File: config.mk
export PLATFORM = sky130hd
export DESIGN_NAME = tx_fifo_start_ctl
export DESIGN_NICKNAME = d
export VERILOG_FILES = /design/src/rtl/tfc_pkg.sv /design/src/rtl/tfc_cfg.sv /design/src/rtl/tfc_start.sv /design/src/rtl/tfc_flush.sv /design/src/rtl/tx_fifo_start_ctl.sv
export SDC_FILE = /design/constraint.sdc
export NUM_CORES = 1
export LEC_CHECK = 0
export CAP_MARGIN = 20
export CORE_MARGIN = 4
export CORE_UTILIZATION = 54
export DETAILED_ROUTE_END_ITERATION = 7
export DONT_BUFFER_PORTS = 1
export PLACE_DENSITY_LB_ADDON = 0.2
export SKIP_CTS_REPAIR_TIMING = 1
export SYNTH_ARGS = -nofsm -noshare
export SYNTH_HDL_FRONTEND = slang
export SYNTH_SLANG_ARGS = --single-unit
File: constraint.sdc
create_clock -name clk_i -period 2.1 [get_ports clk_i]
set_input_delay 0.315 -clock clk_i [delete_from_list [all_inputs] [get_ports clk_i]]
set_output_delay 0.315 -clock clk_i [all_outputs]
set_load 0.005 [all_outputs]
File: src/rtl/tfc_pkg.sv
package tfc_pkg;

  localparam int unsigned THR_W = 3;
  localparam int unsigned THB_W = 9;

  // non-linear threshold table: codes 0..3 large, 4..7 small
  function automatic logic [THB_W-1:0] thr_bytes(input logic [THR_W-1:0] code);
    logic [THB_W-1:0] b;
    if (!code[2]) b = THB_W'((int'(code[1:0]) + 1) * 64);
    else          b = THB_W'(40 - int'(code[1:0]) * 8);
    return b;
  endfunction

  typedef struct packed {
    logic             sf;
    logic [THR_W-1:0] thr;
  } tfc_cfg_t;

endpackage

File: src/rtl/tfc_cfg.sv
module tfc_cfg
  import tfc_pkg::*;
(
  input  logic             clk_i,
  input  logic             rst_ni,
  input  logic             we_i,
  input  logic             sf_i,
  input  logic [THR_W-1:0] thr_i,
  input  logic             flush_i,
  input  logic             busy_i,
  input  logic             run_i,
  output tfc_cfg_t         cfg_o,
  output logic             flush_go_o
);

  tfc_cfg_t cfg_q;
  logic     hold_v_q, hold_sf_q;
  logic     wr_ok;

  assign wr_ok      = we_i && !busy_i;
  assign flush_go_o = wr_ok && flush_i;
  assign cfg_o      = cfg_q;

  always_ff @(posedge clk_i or negedge rst_ni) begin
    if (!rst_ni) begin
      cfg_q     <= '0;
      hold_v_q  <= 1'b0;
      hold_sf_q <= 1'b0;
    end else begin
      if (wr_ok) begin
        cfg_q.thr <= thr_i;
        if (!run_i) begin
          cfg_q.sf <= sf_i;
          hold_v_q <= 1'b0;
        end else begin
          hold_v_q  <= 1'b1;
          hold_sf_q <= sf_i;
        end
      end else if (hold_v_q && !run_i) begin
        cfg_q.sf <= hold_sf_q;
        hold_v_q <= 1'b0;
      end
    end
  end


  sf_frozen_run_chk: assert property (@(posedge clk_i) disable iff (!rst_ni)
    $past(run_i) |-> $stable(cfg_q.sf));


  cfg_hold_busy_chk: assert property (@(posedge clk_i) disable iff (!rst_ni)
    $past(busy_i) |-> $stable(cfg_q.thr));

endmodule

File: src/rtl/tfc_start.sv
module tfc_start
  import tfc_pkg::*;
#(
  parameter int unsigned LVL_W     = 12,
  parameter int unsigned FRM_W     = 4,
  parameter bit          START_REG = 1'b0
) (
  input  logic             clk_i,
  input  logic             rst_ni,
  input  tfc_cfg_t         cfg_i,
  input  logic [LVL_W-1:0] level_i,
  input  logic [FRM_W-1:0] frames_i,
  input  logic             busy_i,
  output logic             start_o
);

  localparam int unsigned CMP_W = (LVL_W > THB_W) ? LVL_W : THB_W;

  logic [CMP_W-1:0] lvl_x, thr_x;
  logic             have_frame, over_thr, start_d;

  assign lvl_x      = CMP_W'(level_i);
  assign thr_x      = CMP_W'(thr_bytes(cfg_i.thr));
  assign have_frame = |frames_i;
  assign over_thr   = !cfg_i.sf && (lvl_x > thr_x);
  assign start_d    = !busy_i && (have_frame || over_thr);

  generate
    if (START_REG) begin : g_reg
      logic start_q;
      always_ff @(posedge clk_i or negedge rst_ni) begin
        if (!rst_ni) start_q <= 1'b0;
        else         start_q <= start_d;
      end
      assign start_o = start_q;
    end else begin : g_comb
      assign start_o = start_d;
    end
  endgenerate


  sf_needs_frame_chk: assert property (@(posedge clk_i) disable iff (!rst_ni)
    (!START_REG && cfg_i.sf && frames_i == '0) |-> !start_o);

endmodule

File: src/rtl/tfc_flush.sv
module tfc_flush #(
  parameter int unsigned LVL_W = 12,
  parameter int unsigned FRM_W = 4,
  parameter int unsigned STS_W = 4
) (
  input  logic             clk_i,
  input  logic             rst_ni,
  input  logic             go_i,
  input  logic [LVL_W-1:0] level_i,
  input  logic [FRM_W-1:0] frames_i,
  input  logic             push_i,
  input  logic             ack_i,
  output logic             fifo_rst_o,
  output logic             busy_o
);

  localparam logic [STS_W-1:0] PEND_MAX = {STS_W{1'b1}};

  logic [STS_W-1:0] pend_q;
  logic             busy_q, rst_q, drained;
  logic             inc, dec;

  assign inc     = push_i && (pend_q != PEND_MAX);
  assign dec     = ack_i && (pend_q != '0);
  assign drained = (level_i == '0) && (frames_i == '0) && (pend_q == '0);

  always_ff @(posedge clk_i or negedge rst_ni) begin
    if (!rst_ni) begin
      pend_q <= '0;
    end else if (inc && !dec) begin
      pend_q <= pend_q + 1'b1;
    end else if (dec && !inc) begin
      pend_q <= pend_q - 1'b1;
    end
  end

  always_ff @(posedge clk_i or negedge rst_ni) begin
    if (!rst_ni) begin
      busy_q <= 1'b0;
      rst_q  <= 1'b0;
    end else begin
      rst_q <= go_i;
      if (go_i)                 busy_q <= 1'b1;
      else if (busy_q && drained && !rst_q) busy_q <= 1'b0;
    end
  end

  assign fifo_rst_o = rst_q;
  assign busy_o     = busy_q;


  rst_single_chk: assert property (@(posedge clk_i) disable iff (!rst_ni)
    fifo_rst_o |=> !fifo_rst_o);


  rst_in_busy_chk: assert property (@(posedge clk_i) disable iff (!rst_ni)
    fifo_rst_o |-> busy_o);


  busy_fall_drained_chk: assert property (@(posedge clk_i) disable iff (!rst_ni)
    $fell(busy_o) |-> $past(level_i == '0 && frames_i == '0 && pend_q == '0));


  pend_no_wrap_chk: assert property (@(posedge clk_i) disable iff (!rst_ni)
    (pend_q == '0 && ack_i && !push_i) |=> pend_q == '0);

endmodule

File: src/rtl/tx_fifo_start_ctl.sv
module tx_fifo_start_ctl
  import tfc_pkg::*;
#(
  parameter int unsigned LVL_W     = 12,
  parameter int unsigned FRM_W     = 4,
  parameter int unsigned STS_W     = 4,
  parameter bit          START_REG = 1'b0
) (
  input  logic             clk_i,
  input  logic             rst_ni,
  input  logic             cfg_we_i,
  input  logic             cfg_sf_i,
  input  logic [2:0]       cfg_thr_i,
  input  logic             cfg_flush_i,
  input  logic             tx_running_i,
  input  logic [LVL_W-1:0] fill_level_i,
  input  logic [FRM_W-1:0] full_frames_i,
  input  logic             sts_push_i,
  input  logic             sts_ack_i,
  output logic             tx_start_o,
  output logic             fifo_rst_o,
  output logic             flush_busy_o
);

  tfc_cfg_t cfg;
  logic     flush_go;
  logic     busy;

  tfc_cfg u_cfg (
    .clk_i      (clk_i),
    .rst_ni     (rst_ni),
    .we_i       (cfg_we_i),
    .sf_i       (cfg_sf_i),
    .thr_i      (cfg_thr_i),
    .flush_i    (cfg_flush_i),
    .busy_i     (busy),
    .run_i      (tx_running_i),
    .cfg_o      (cfg),
    .flush_go_o (flush_go)
  );

  tfc_flush #(.LVL_W(LVL_W), .FRM_W(FRM_W), .STS_W(STS_W)) u_flush (
    .clk_i      (clk_i),
    .rst_ni     (rst_ni),
    .go_i       (flush_go),
    .level_i    (fill_level_i),
    .frames_i   (full_frames_i),
    .push_i     (sts_push_i),
    .ack_i      (sts_ack_i),
    .fifo_rst_o (fifo_rst_o),
    .busy_o     (busy)
  );

  tfc_start #(.LVL_W(LVL_W), .FRM_W(FRM_W), .START_REG(START_REG)) u_start (
    .clk_i    (clk_i),
    .rst_ni   (rst_ni),
    .cfg_i    (cfg),
    .level_i  (fill_level_i),
    .frames_i (full_frames_i),
    .busy_i   (busy),
    .start_o  (tx_start_o)
  );

  assign flush_busy_o = busy;


  no_start_busy_chk: assert property (@(posedge clk_i) disable iff (!rst_ni)
    (!START_REG && flush_busy_o) |-> !tx_start_o);

endmodule

* Word-level counts from Yosys, hierarchy flattened
Index checks and enable logic that the tools add are counted.
** Storage, ports and cells
- Bits in registers :: 12
- Bits in latches :: 0
- RAM bits :: 0
- Memory bits (read-only) :: 0
- Bits of input ports :: 27
- Output and inout port bits :: 3
- Word-level logic and storage cells :: 55
- Memories kept :: 0
** Operators by class
- Add/subtract/negate cells :: 4
- Multipliers :: 0
- Div/mod/pow operators :: 0
- $lt $le $gt $ge :: 1
- Eq/ne operators :: 2
- Shift-type cells :: 0
- Multiplexer cells :: 11
- Bitwise operators :: 0
- Reduce and logical (&&, ||, !) cells :: 30
** Operators by type and width (number)
- $logic_and A1 B1 Y1 :: 13
- $gt A12 B9 Y1 :: 1
- $logic_not A12 Y1 :: 1
- $mux W9 :: 1
- $logic_not A4 Y1 :: 2
- $mux W1 :: 8
- $mux W4 :: 2
- $sub A6 B5 Y7 const A :: 1
- $logic_not A1 Y1 :: 6
- $reduce_bool A2 Y1 :: 3
- $add A4 B1 Y4 const B :: 1
- $ne A4 B4 Y1 const B :: 1
- $reduce_and A2 Y1 :: 2
- $reduce_bool A4 Y1 :: 1
- $reduce_or A4 Y1 :: 1
- $sub A4 B1 Y4 const B :: 1
- $add A2 B1 Y3 const B :: 1
- $ne A2 B2 Y1 const B :: 1
- $logic_or A1 B1 Y1 :: 1

* Longest topological paths before layout
Gate-level depths: netlist (run 1).
- Depth in word-level cells :: 7
- Gate-level depth with buffers :: 9
- Depth with buffers taken out :: 9

* Cells and area by module
From an unflattened synthesis (run 1), not the netlist that was laid out.
** Unflattened totals
- Cells, all modules :: 90
- Area, all modules :: 934.6 um^2
** Modules (own cells, without submodules)
- tfc_flush :: instances 1, cells each 42, area an instance 426.7 um^2, seq. area each 150.1 um^2
- tfc_cfg :: instances 1, cells each 19, area an instance 282.8 um^2, seq. area each 150.1 um^2
- tfc_start :: instances 1, cells each 29, area an instance 225.2 um^2, seq. area each 0.0 um^2

* Least setup slack after synthesis (run 1)
No wires, ideal clock.
- Path kind :: reg-to-reg
- From :: register u_flush.pend_q[0]
- To :: register u_flush.pend_q[3]
- Setup time :: 0.136 ns
- Arrival :: 2.053 ns
- Required time :: 1.964 ns
- Path slack :: -0.090 ns
- Cell stages (with the launch flop) :: 9
- Buffers on the path :: 0
- Clock period less this slack :: 2.190 ns
- Cells stage by stage :: dfrtp_1 nor4_1 nand2b_1 ha_1 inv_1 ha_1 a21o_1 a2111oi_0 o31ai_1
** Between the ends
- Cells in the longest elaborated chain, start to end :: 5
- Elaborated cells between the ends (all ways) :: 13
- Those cells by class :: 2 x add/sub; 1 x eq/ne; 2 x mux; 8 x reduce/logical
** Ends and longest elaborated chain
- start: declaration :: RTL line tfc_flush.sv:19 : logic [STS_W-1:0] pend_q;
- start signal: assignment :: RTL line tfc_flush.sv:31 : pend_q <= pend_q + 1'b1;
- start signal: assignment :: RTL line tfc_flush.sv:33 : pend_q <= pend_q - 1'b1;
- parallel branches: the longest is 5 deep, another holds $sub A4 B1 Y4
Several ways; the timed one is not identified. The select of a mux whose other input is x is not followed.
A chain may end at the register's enable or synchronous reset.

* Worst setup path in the final report (run 1)
- From :: register u_cfg.cfg_q, in the netlist u_cfg.cfg_o[1]
- To :: output port tx_start_o
** Between the ends
- Cells in the longest elaborated chain, start to end :: 6
- Elaborated cells between the ends (all ways) :: 7
- Those cells by class :: 2 x add/sub; 1 x order compare; 1 x mux; 3 x reduce/logical
** Ends and longest elaborated chain
- start: declaration :: RTL line tfc_cfg.sv:16 : tfc_cfg_t cfg_q;
- $sub A6 B5 Y7 / $add A2 B1 Y3 (equally long branches) :: RTL line tfc_pkg.sv:10, tfc_pkg.sv:9
- $mux W9 * :: RTL line tfc_pkg.sv:9 : if (!code[2]) b = THB_W'((int'(code[1:0]) + 1) * 64);
- $gt A12 B9 Y1 * :: RTL line tfc_start.sv:25 : assign over_thr = !cfg_i.sf && (lvl_x > thr_x);
- $logic_and A1 B1 Y1 * :: RTL line tfc_start.sv:25
- $logic_or A1 B1 Y1 * :: RTL line tfc_start.sv:26 : assign start_d = !busy_i && (have_frame || over_thr);
- $logic_and A1 B1 Y1 * :: RTL line tfc_start.sv:26
- end: declaration :: RTL line tx_fifo_start_ctl.sv:20 : output logic tx_start_o,
Every way passes the cells marked *; elsewhere a longest branch is shown, timed or not.

==> summary.txt, run 1 <==
DRT
----------------------------------------------------------------------------------
Remaining design rule violation count                                            0
Via-to-Cell Ratio                                                             6.01
Routed length per placed instance                                          15.8 µm
Antenna-violating nets left                                                      0
Number of iterations in the first detailed-routing pass                          4
Iteration-0 DRC count of the detailed router                                    12
WL final                                                                   1730 µm
Via count                                                                      661

FINISH
----------------------------------------------------------------------------------
Multi-input gate area                                                      584 µm²
Diodes inserted                                                                  0
Final Net Count                                                                134
Number of fillers in the final layout                                          124
Share of final-layout standard cells stronger than drive strength 1          25.5%
Area used by sequential logic in the layout                                302 µm²
Layout-stage area growth over the synthesis result                           18.2%

CLOCK NETWORK
----------------------------------------------------------------------------------
Max Buffers Root-to-Sink                                                         2
Number of buffers created by CTS                                                 3
Clk sinks                                                                       12
Deepest level of the CTS H-tree                                                  1
Worst-path clk slew                                                        0.07 ns
Latest clock arrival within the worst-skew pair                            0.26 ns
CTS tree                                                                     built
CTS root buffer                                                       sky130_fd_sc_hd__clkbuf_4

GLOBAL ROUTE
----------------------------------------------------------------------------------
Via count of the first global-routing pass                                     612
Total track usage                                                            16.4%
Grt ovf                                                                          0
Initial antenna violation count                                                  0
Pin count of the biggest net entering global routing                            13
First-pass GRT wire length                                                 2570 µm

LOGIC SYNTHESIS
----------------------------------------------------------------------------------
Count of different cell masters after synthesis                                 31
Post-synthesis area per instance                                          9.81 µm²
Yosys warning total                                                              0
Register bit count reported by yosys                                            12
Cell count after synthesis                                                      86
Combined area of all synthesized cells                                     843 µm²
Share of synthesized area occupied by flip-flops and latches                 35.6%
Net count after synthesis                                                      124

TIMING
----------------------------------------------------------------------------------
Max-slew violation count                                                         0
Least setup slack across all paths after layout                         -0.0800 ns
Fin Clk Skew                                                            0.00598 ns
Pin slew with the least headroom to its limit                             0.562 ns
Final cycle utilization of the critical path                                  104%
Time the worst path needs with I/O delays and setup                        2.18 ns
Fmax                                                                       459 MHz
Sum Neg Setup Slack                                                     -0.0800 ns
Final Hold Vio Count                                                             0
Worst relative slew slack                                                    62.5%
Final-report setup violation count                                               1
Setup repair after global routing missed its margin                            yes

PLACED DESIGN
----------------------------------------------------------------------------------
HPWL Detailed                                                              1370 µm
Input/output buffers                                                             0
RD Place Congestion                                                          0.744

POWER
----------------------------------------------------------------------------------
Sum of internal, switching and leakage power                             0.00128 W
Power density relative to cell area                                    1280 nW/µm²
Static leakage                                                            0.400 nW
Highest ir drop seen on vdd                                                 729 µV

FLOW RUN
----------------------------------------------------------------------------------
Max_cap viols                                                                    0

DIE
----------------------------------------------------------------------------------
Ports                                                                           30
Core footprint                                                            1490 µm²
Die W                                                                      47.5 µm
Row Count                                                                       14
Effective utilization at floorplan                                           56.6%
Die ar.                                                                   2260 µm²
Die height                                                                 47.5 µm

WORST HOLD PATH
----------------------------------------------------------------------------------
Hold Path Class                                                             in2reg

RUN STATUS
----------------------------------------------------------------------------------
Run status                                                            complete, but fails checks
Failing checks                                                        setup timing

CRITICAL PATH
----------------------------------------------------------------------------------
Endpoint type of the worst setup path                                 primary output
Critical Path Source Type                                                 register
Critical path data arrival time                                            1.86 ns
Required time of the worst setup path                                      1.78 ns
WS Path Type                                                               reg2out
Critical path peak fanout                                                        4

## state kept, by name, indices dropped and copies added, names as in the netlist
name                count
u_cfg.hold_sf_q         1
u_cfg.hold_v_q          1
u_flush.fifo_rst_o      1
u_flush.pend_q          4
u_cfg.cfg_o             4
u_flush.busy_o          1
## power by group
part | switching, W | internal, W | leakage, nW
Combinational | 0.000342 | 0.000381 | 0.242
Clock | 0.0000657 | 0.0000660 | 0.0138
Sequential | 0.0000981 | 0.000326 | 0.143
Total | 0.000506 | 0.000773 | 0.400
## per-stage QoR
step | instance area [µm²] | cells | util (%) | hold slack (ns) | worst slack [ns]
after CTS | 931 | 108 | 62.5 | -0.260 | -0.112
after global placement | 908 | 105 | 61.0 | 0.0196 | 0.0522
after floorplan | 858 | 86 | - | 0.0194 | 0.0102
after detailed placement | 908 | 105 | 61.0 | 0.0196 | -0.0330
after global routing | 997 | 110 | 67.0 | 0.132 | -0.144
final | 997 | 110 | 67.0 | 0.142 | -0.0800
## cell usage after synthesis (all sizes together)
| master | number | area share (%) |
|---|---|---|
| a2111oi | 1 | 1.0 |
| a21o | 1 | 0.89 |
| a21oi | 5 | 3.0 |
| a41oi | 1 | 1.0 |
| and2 | 1 | 0.74 |
| clkbuf | 2 | 0.89 |
| dfrtp | 12 | 36 |
| fa | 1 | 2.4 |
| ha | 10 | 15 |
| inv | 3 | 1.3 |
| mux2 | 5 | 6.7 |
| mux2i | 1 | 1.2 |
| nand2 | 6 | 2.7 |
| nand2b | 5 | 3.7 |
| nand3 | 2 | 1.2 |
| nand3b | 1 | 0.89 |
| nand4 | 1 | 0.74 |
| nor2 | 3 | 1.3 |
| nor2b | 4 | 3.0 |
| nor3 | 4 | 2.4 |
| nor4 | 4 | 3.0 |
| o21ai | 5 | 3.0 |
| o22ai | 1 | 0.74 |
| o31ai | 2 | 2.4 |
| or2 | 1 | 0.74 |
| or3 | 1 | 1.3 |
| or4 | 1 | 1.3 |
| xnor2 | 2 | 2.1 |
## routing by layer
layer	vias up	share of wire [%]	global-route usage [%]
met3	2	7.7	3.76
met5	-	0	0
met2	20	48	25.4
li1	337	-	-
met4	0	0.75	6.63
met1	302	44	22.0
## path summary, 6_finish.rpt
path / end / slack [ns] / cells past startpoint / start
hold / removal: u_cfg.cfg_o[3] / 0.14 / 1 / tx_running_i
max in group asynchronous: u_flush.pend_q[1] / 1.26 / 1 / rst_ni
setup / recovery: tx_start_o / -0.08 / 7 / u_cfg.cfg_o[1]
setup reg to reg: u_flush.pend_q[3] / 0.04 / 9 / u_flush.pend_q[0]
hold reg to reg: u_cfg.hold_sf_q / 0.51 / 1 / u_cfg.hold_sf_q
min in group asynchronous: u_flush.fifo_rst_o / 0.46 / 1 / rst_ni
## cell families (layout without fill, tap and decap cells)
kind of cell / count (synthesis) / in the layout / share of synthesized area (%)
AOI/OAI and AO/OA: 16 / 16 / 12.0
xor gates and xnor gates: 2 / 2 / 2.08
adders and majority gates: 11 / 11 / 17.2
buffers and inverters: 5 / 13 / 2.23
DFF: 12 / 12 / 35.6
muxes: 6 / 6 / 7.86
and+or+nand+nor: 34 / 34 / 23.0
## critical path, cell delays in order (launching register included)
cell and delay, ns:
sky130_fd_sc_hd__dfrtp_1 0.41, sky130_fd_sc_hd__ha_1 0.30, sky130_fd_sc_hd__nand2b_1 0.11, sky130_fd_sc_hd__ha_4 0.22
sky130_fd_sc_hd__a21oi_2 0.13, sky130_fd_sc_hd__nor2b_1 0.05, sky130_fd_sc_hd__nor4_1 0.25, sky130_fd_sc_hd__o22ai_1 0.13
## cell usage in the layout, fill, tap and decap left out, types with 4 or more instances in the layout
master / synthesis / layout
sky130_fd_sc_hd__buf_4: 0 / 6
sky130_fd_sc_hd__dfrtp_1: 12 / 11
sky130_fd_sc_hd__ha_1: 10 / 7
sky130_fd_sc_hd__nand2_1: 6 / 6
sky130_fd_sc_hd__nand2b_1: 5 / 5
sky130_fd_sc_hd__nor2b_1: 4 / 4
sky130_fd_sc_hd__nor3_1: 4 / 4
## layout make-up
class | instances | share of cell area, %
timing repair buffer | 7 | 5.52
clock buffer | 3 | 2.26
multi-input combinational | 69 | 58.6
tap | 16 | 2.01
inverter | 3 | 1.38
sequential | 12 | 30.2
(Power assumes the default switching activity.)
==> run 2: changes to the inputs <==
--- a/config.mk
+++ b/config.mk
@@ -7,11 +7,13 @@
 export LEC_CHECK = 0
 export CAP_MARGIN = 20
 export CORE_MARGIN = 4
-export CORE_UTILIZATION = 54
+export CORE_UTILIZATION = 56
+export CTS_BUF_LIST = sky130_fd_sc_hd__clkbuf_4
 export DETAILED_ROUTE_END_ITERATION = 7
 export DONT_BUFFER_PORTS = 1
 export PLACE_DENSITY_LB_ADDON = 0.2
 export SKIP_CTS_REPAIR_TIMING = 1
 export SYNTH_ARGS = -nofsm -noshare
 export SYNTH_HDL_FRONTEND = slang
+export SYNTH_HIERARCHICAL = 1
 export SYNTH_SLANG_ARGS = --single-unit
==> run 2 against run 1 <==
  * Wire length is 28% higher
  * Largest power group unchanged
  * Critical endpoint unchanged
  * Non-clock buffer count is 9 higher
  * Highest routed layer unchanged
  * The flow still finishes with violations (setup timing)
  * Flip-flop and latch count stayed put
  * Sequential share of layout area is 4.4 points lower
  * Final cell count is 13% higher
  * Critical path type unchanged
  * Largest cell class unchanged
  * Worst setup slack worse by 0.45 ns
  * Critical path depth stayed put
  * Design area is 17% higher
==> summary.txt, run 2 <==
TIMING
--------------------------------------------------------------------------------------
Time the worst path needs with I/O delays and setup                            2.63 ns
Max-slew violation count                                                             0
Final-report setup violation count                                                   2
Final Hold Vio Count                                                                 0
Fmax                                                                           381 MHz
Worst relative slew slack                                                        64.5%
Final cycle utilization of the critical path                                      125%
Setup repair after global routing missed its margin                                yes
Sum Neg Setup Slack                                                          -0.601 ns
Fin Clk Skew                                                                0.00280 ns
Least setup slack across all paths after layout                              -0.525 ns
Pin slew with the least headroom to its limit                                 0.531 ns

PLACED DESIGN
--------------------------------------------------------------------------------------
Input/output buffers                                                                 0
Placed Cells incl. Taps                                                            117
HPWL Detailed                                                                  1610 µm
RD Place Congestion                                                              0.764

CLOCK NETWORK
--------------------------------------------------------------------------------------
CTS root buffer                                                           sky130_fd_sc_hd__clkbuf_4
Worst-path clk slew                                                            0.07 ns
Latest clock arrival within the worst-skew pair                                0.27 ns
CTS tree                                                                         built
Deepest level of the CTS H-tree                                                      1
Clk sinks                                                                           12
Max Buffers Root-to-Sink                                                             2
Number of buffers created by CTS                                                     3

CRITICAL PATH
--------------------------------------------------------------------------------------
Critical path peak fanout                                                            3
Origin of the worst setup path                                            u_cfg/cfg_o[0]
Critical path data arrival time                                                2.31 ns
Required time of the worst setup path                                          1.78 ns
Critical R2R Capture                                                      u_flush/pend_q[3]
CP Capture Point                                                            tx_start_o
Critical Path Source Type                                                     register
Worst R2R Setup Slack                                                         -0.08 ns
WS Path Type                                                                   reg2out
Endpoint type of the worst setup path                                     primary output
Launching point of the worst reg2reg path                                 u_flush/pend_q[1]
Depth of the most critical reg-to-reg path                                           8
Library cell contributing the largest single delay on the critical path   sky130_fd_sc_hd__dfrtp_1
Delay of the slowest critical-path stage                                       0.40 ns
Worst path cell trace                                                     ha_1, nand2b_1, ha_4, buf_4, a211o_2, o41ai_1, o22ai_2

DRT
--------------------------------------------------------------------------------------
WL final                                                                       2210 µm
Routed length per placed instance                                              17.8 µm
Via count                                                                          793
Antenna-violating nets left                                                          0
Via-to-Cell Ratio                                                                 6.40
Number of iterations in the first detailed-routing pass                              6
Iteration-0 DRC count of the detailed router                                        12
Remaining design rule violation count                                                0

FINISH
--------------------------------------------------------------------------------------
Non-filler instance count after layout                                             124
Layout-stage area growth over the synthesis result                               25.0%
Final Net Count                                                                    147
Share of final-layout standard cells stronger than drive strength 1              39.8%
Number of fillers in the final layout                                              119
Leading cell type in the layout, fill and taps excluded                   sky130_fd_sc_hd__buf_4
Diodes inserted                                                                      0
Most frequent cells in the layout                                         sky130_fd_sc_hd__buf_4 (15), sky130_fd_sc_hd__dfrtp_1 (11), sky130_fd_sc_hd__ha_1 (7)

LOGIC SYNTHESIS
--------------------------------------------------------------------------------------
Post-synthesis area per instance                                              10.4 µm²
Count of different cell masters after synthesis                                     41
Share of synthesized area occupied by flip-flops and latches                     32.1%
Primary FF master, synth                                                  sky130_fd_sc_hd__dfrtp_1
Combined area of all synthesized cells                                         935 µm²
Area fraction of the dominant cell type after synthesis                          32.1%
Register bit count reported by yosys                                                12
Cell with the most instances after synthesis                              sky130_fd_sc_hd__dfrtp_1
Most used standard cells in the synthesized netlist                       sky130_fd_sc_hd__dfrtp_1 (12), sky130_fd_sc_hd__ha_1 (10), sky130_fd_sc_hd__nor4_1 (6), sky130_fd_sc_hd__nand2_1 (5), sky130_fd_sc_hd__nand2b_1 (5)
Net count after synthesis                                                          128
Library cell with the largest summed area after synthesis                 sky130_fd_sc_hd__dfrtp_1
Cell types occupying the most area after synthesis                        sky130_fd_sc_hd__dfrtp_1 (32%), sky130_fd_sc_hd__ha_1 (13%), sky130_fd_sc_hd__mux2_2 (4.8%)
Async SR Flop Fraction                                                            100%
Number of enable flip-flop cells after synthesis                                     0
Yosys warning total                                                                  6
Cell count after synthesis                                                          90

DIE
--------------------------------------------------------------------------------------
Die ar.                                                                       2390 µm²
Effective utilization at floorplan                                               60.6%
Die W                                                                          48.9 µm
Die height                                                                     48.9 µm
Core footprint                                                                1540 µm²
Ports                                                                               30
Row Count                                                                           14

RUN STATUS
--------------------------------------------------------------------------------------
Failing checks                                                            setup timing
Run status                                                                complete, but fails checks

POWER
--------------------------------------------------------------------------------------
Static leakage                                                                0.489 nW
Psw                                                                         0.000586 W
Internal Power                                                              0.000940 W
Highest ir drop seen on vdd                                                     709 µV
Sum of internal, switching and leakage power                                 0.00153 W
Proportion of total power due to net switching                                   38.4%
Power density relative to cell area                                        1310 nW/µm²
Sequential share of power                                                        27.8%
Fraction of power consumed by the clock network                                   9.3%
Proportion of power drawn by combinational gates                                 62.9%

FLOW RUN
--------------------------------------------------------------------------------------
Max_cap viols                                                                        0

WORST HOLD PATH
--------------------------------------------------------------------------------------
Hold Path Class                                                                 in2reg

GLOBAL ROUTE
--------------------------------------------------------------------------------------
Total track usage                                                                17.9%
First-pass GRT wire length                                                     3310 µm
Initial antenna violation count                                                      0
Via count of the first global-routing pass                                         755
Grt ovf                                                                              0
Pin count of the biggest net entering global routing                                13

## run 2: cell types whose count changed after synthesis, moves of 2 or more
cell,previous run,this run
sky130_fd_sc_hd__mux2_1,3,0
sky130_fd_sc_hd__nor2b_1,4,1
sky130_fd_sc_hd__nor3_1,4,1
sky130_fd_sc_hd__o21ai_1,3,0
sky130_fd_sc_hd__a21oi_1,5,3
sky130_fd_sc_hd__clkbuf_1,2,0
sky130_fd_sc_hd__mux2_2,2,4
sky130_fd_sc_hd__nor4_1,4,6
sky130_fd_sc_hd__o211ai_2,0,2
sky130_fd_sc_hd__or3_1,0,2
## run 2: cell families (layout without fill, tap and decap cells)
| family | Yosys count | in the layout | synth area share (%) |
|---|---|---|---|
| buf+inv | 5 | 23 | 2.94 |
| flops | 12 | 12 | 32.1 |
| mux | 7 | 7 | 8.57 |
| xor+xnor | 2 | 2 | 1.87 |
| fa+ha+maj | 11 | 11 | 15.5 |
| simple gates | 37 | 37 | 24.5 |
| compound gates | 16 | 16 | 14.5 |
## run 2: power groups by stage
| stage | registers (W) | clock network (W) | logic, W |
|---|---|---|---|
| floorplan | 0.000423 | 0 | 0.000522 |
| finish | 0.000424 | 0.000142 | 0.000960 |
| detailed placement | 0.000402 | 0 | 0.000838 |
| CTS | 0.000399 | 0.000151 | 0.000844 |
| global route | 0.000436 | 0.000164 | 0.00107 |
| global placement | 0.000395 | 0 | 0.000809 |
## run 2: through the flow
stage	util [%]	cell area [µm²]	hold slack (ns)	setup slack, ns
global placement	68.7	1060	0.0197	-0.130
floorplan	-	957	0.0194	-0.100
CTS	70.4	1080	-0.284	-0.489
global route	75.8	1170	0.112	-0.623
detailed placement	68.7	1060	0.0196	-0.183
finish	75.8	1170	0.121	-0.525
## run 2: how the worst min path moves through the flow
stage | startpoint | end | slack, ns | depth (start not counted)
after global routing | tx_running_i | u_cfg/cfg_o[3] | 0.11 | 1
after global placement | rst_ni | u_cfg/hold_sf_q | 0.02 | 0
after detailed placement | rst_ni | u_cfg/hold_sf_q | 0.02 | 0
after floorplan | rst_ni | u_cfg/cfg_o[0] | 0.02 | 0
final | tx_running_i | u_cfg/cfg_o[3] | 0.12 | 1
after CTS | rst_ni | u_flush/pend_q[0] | -0.28 | 0
## run 2: layer usage
layer / vias up / share of wire (%) / track usage (%) / wire length (µm)
met5: - / 0 / 0 / 0
met4: 0 / 0.99 / 10.8 / 22
met3: 2 / 7.2 / 4.59 / 160
met2: 36 / 52 / 26.7 / 1150
met1: 377 / 40 / 23.0 / 885
li1: 378 / - / - / -
## run 2: worst max-delay path, delay by kind of cell (launching register included)
kind | cells | cell delay, ns
and+or+nand+nor | 1 | 0.13
AOI/OAI and AO/OA | 3 | 0.85
adders and majority gates | 2 | 0.52
buffers and inverters | 1 | 0.13
DFF | 1 | 0.40
## run 2: cell type report
| type | count | area [µm²] | share of cell area [%] |
|---|---|---|---|
| Clock buffer | 3 | 22.5 | 1.93 |
| Sequential cell | 12 | 302 | 25.8 |
| Timing Repair Buffer | 16 | 123 | 10.5 |
| Multi-Input combinational cell | 73 | 684 | 58.6 |
| Tap cell | 16 | 20.0 | 1.71 |
| Inverter | 3 | 13.8 | 1.18 |
| Clock inverter | 1 | 3.75 | 0.321 |
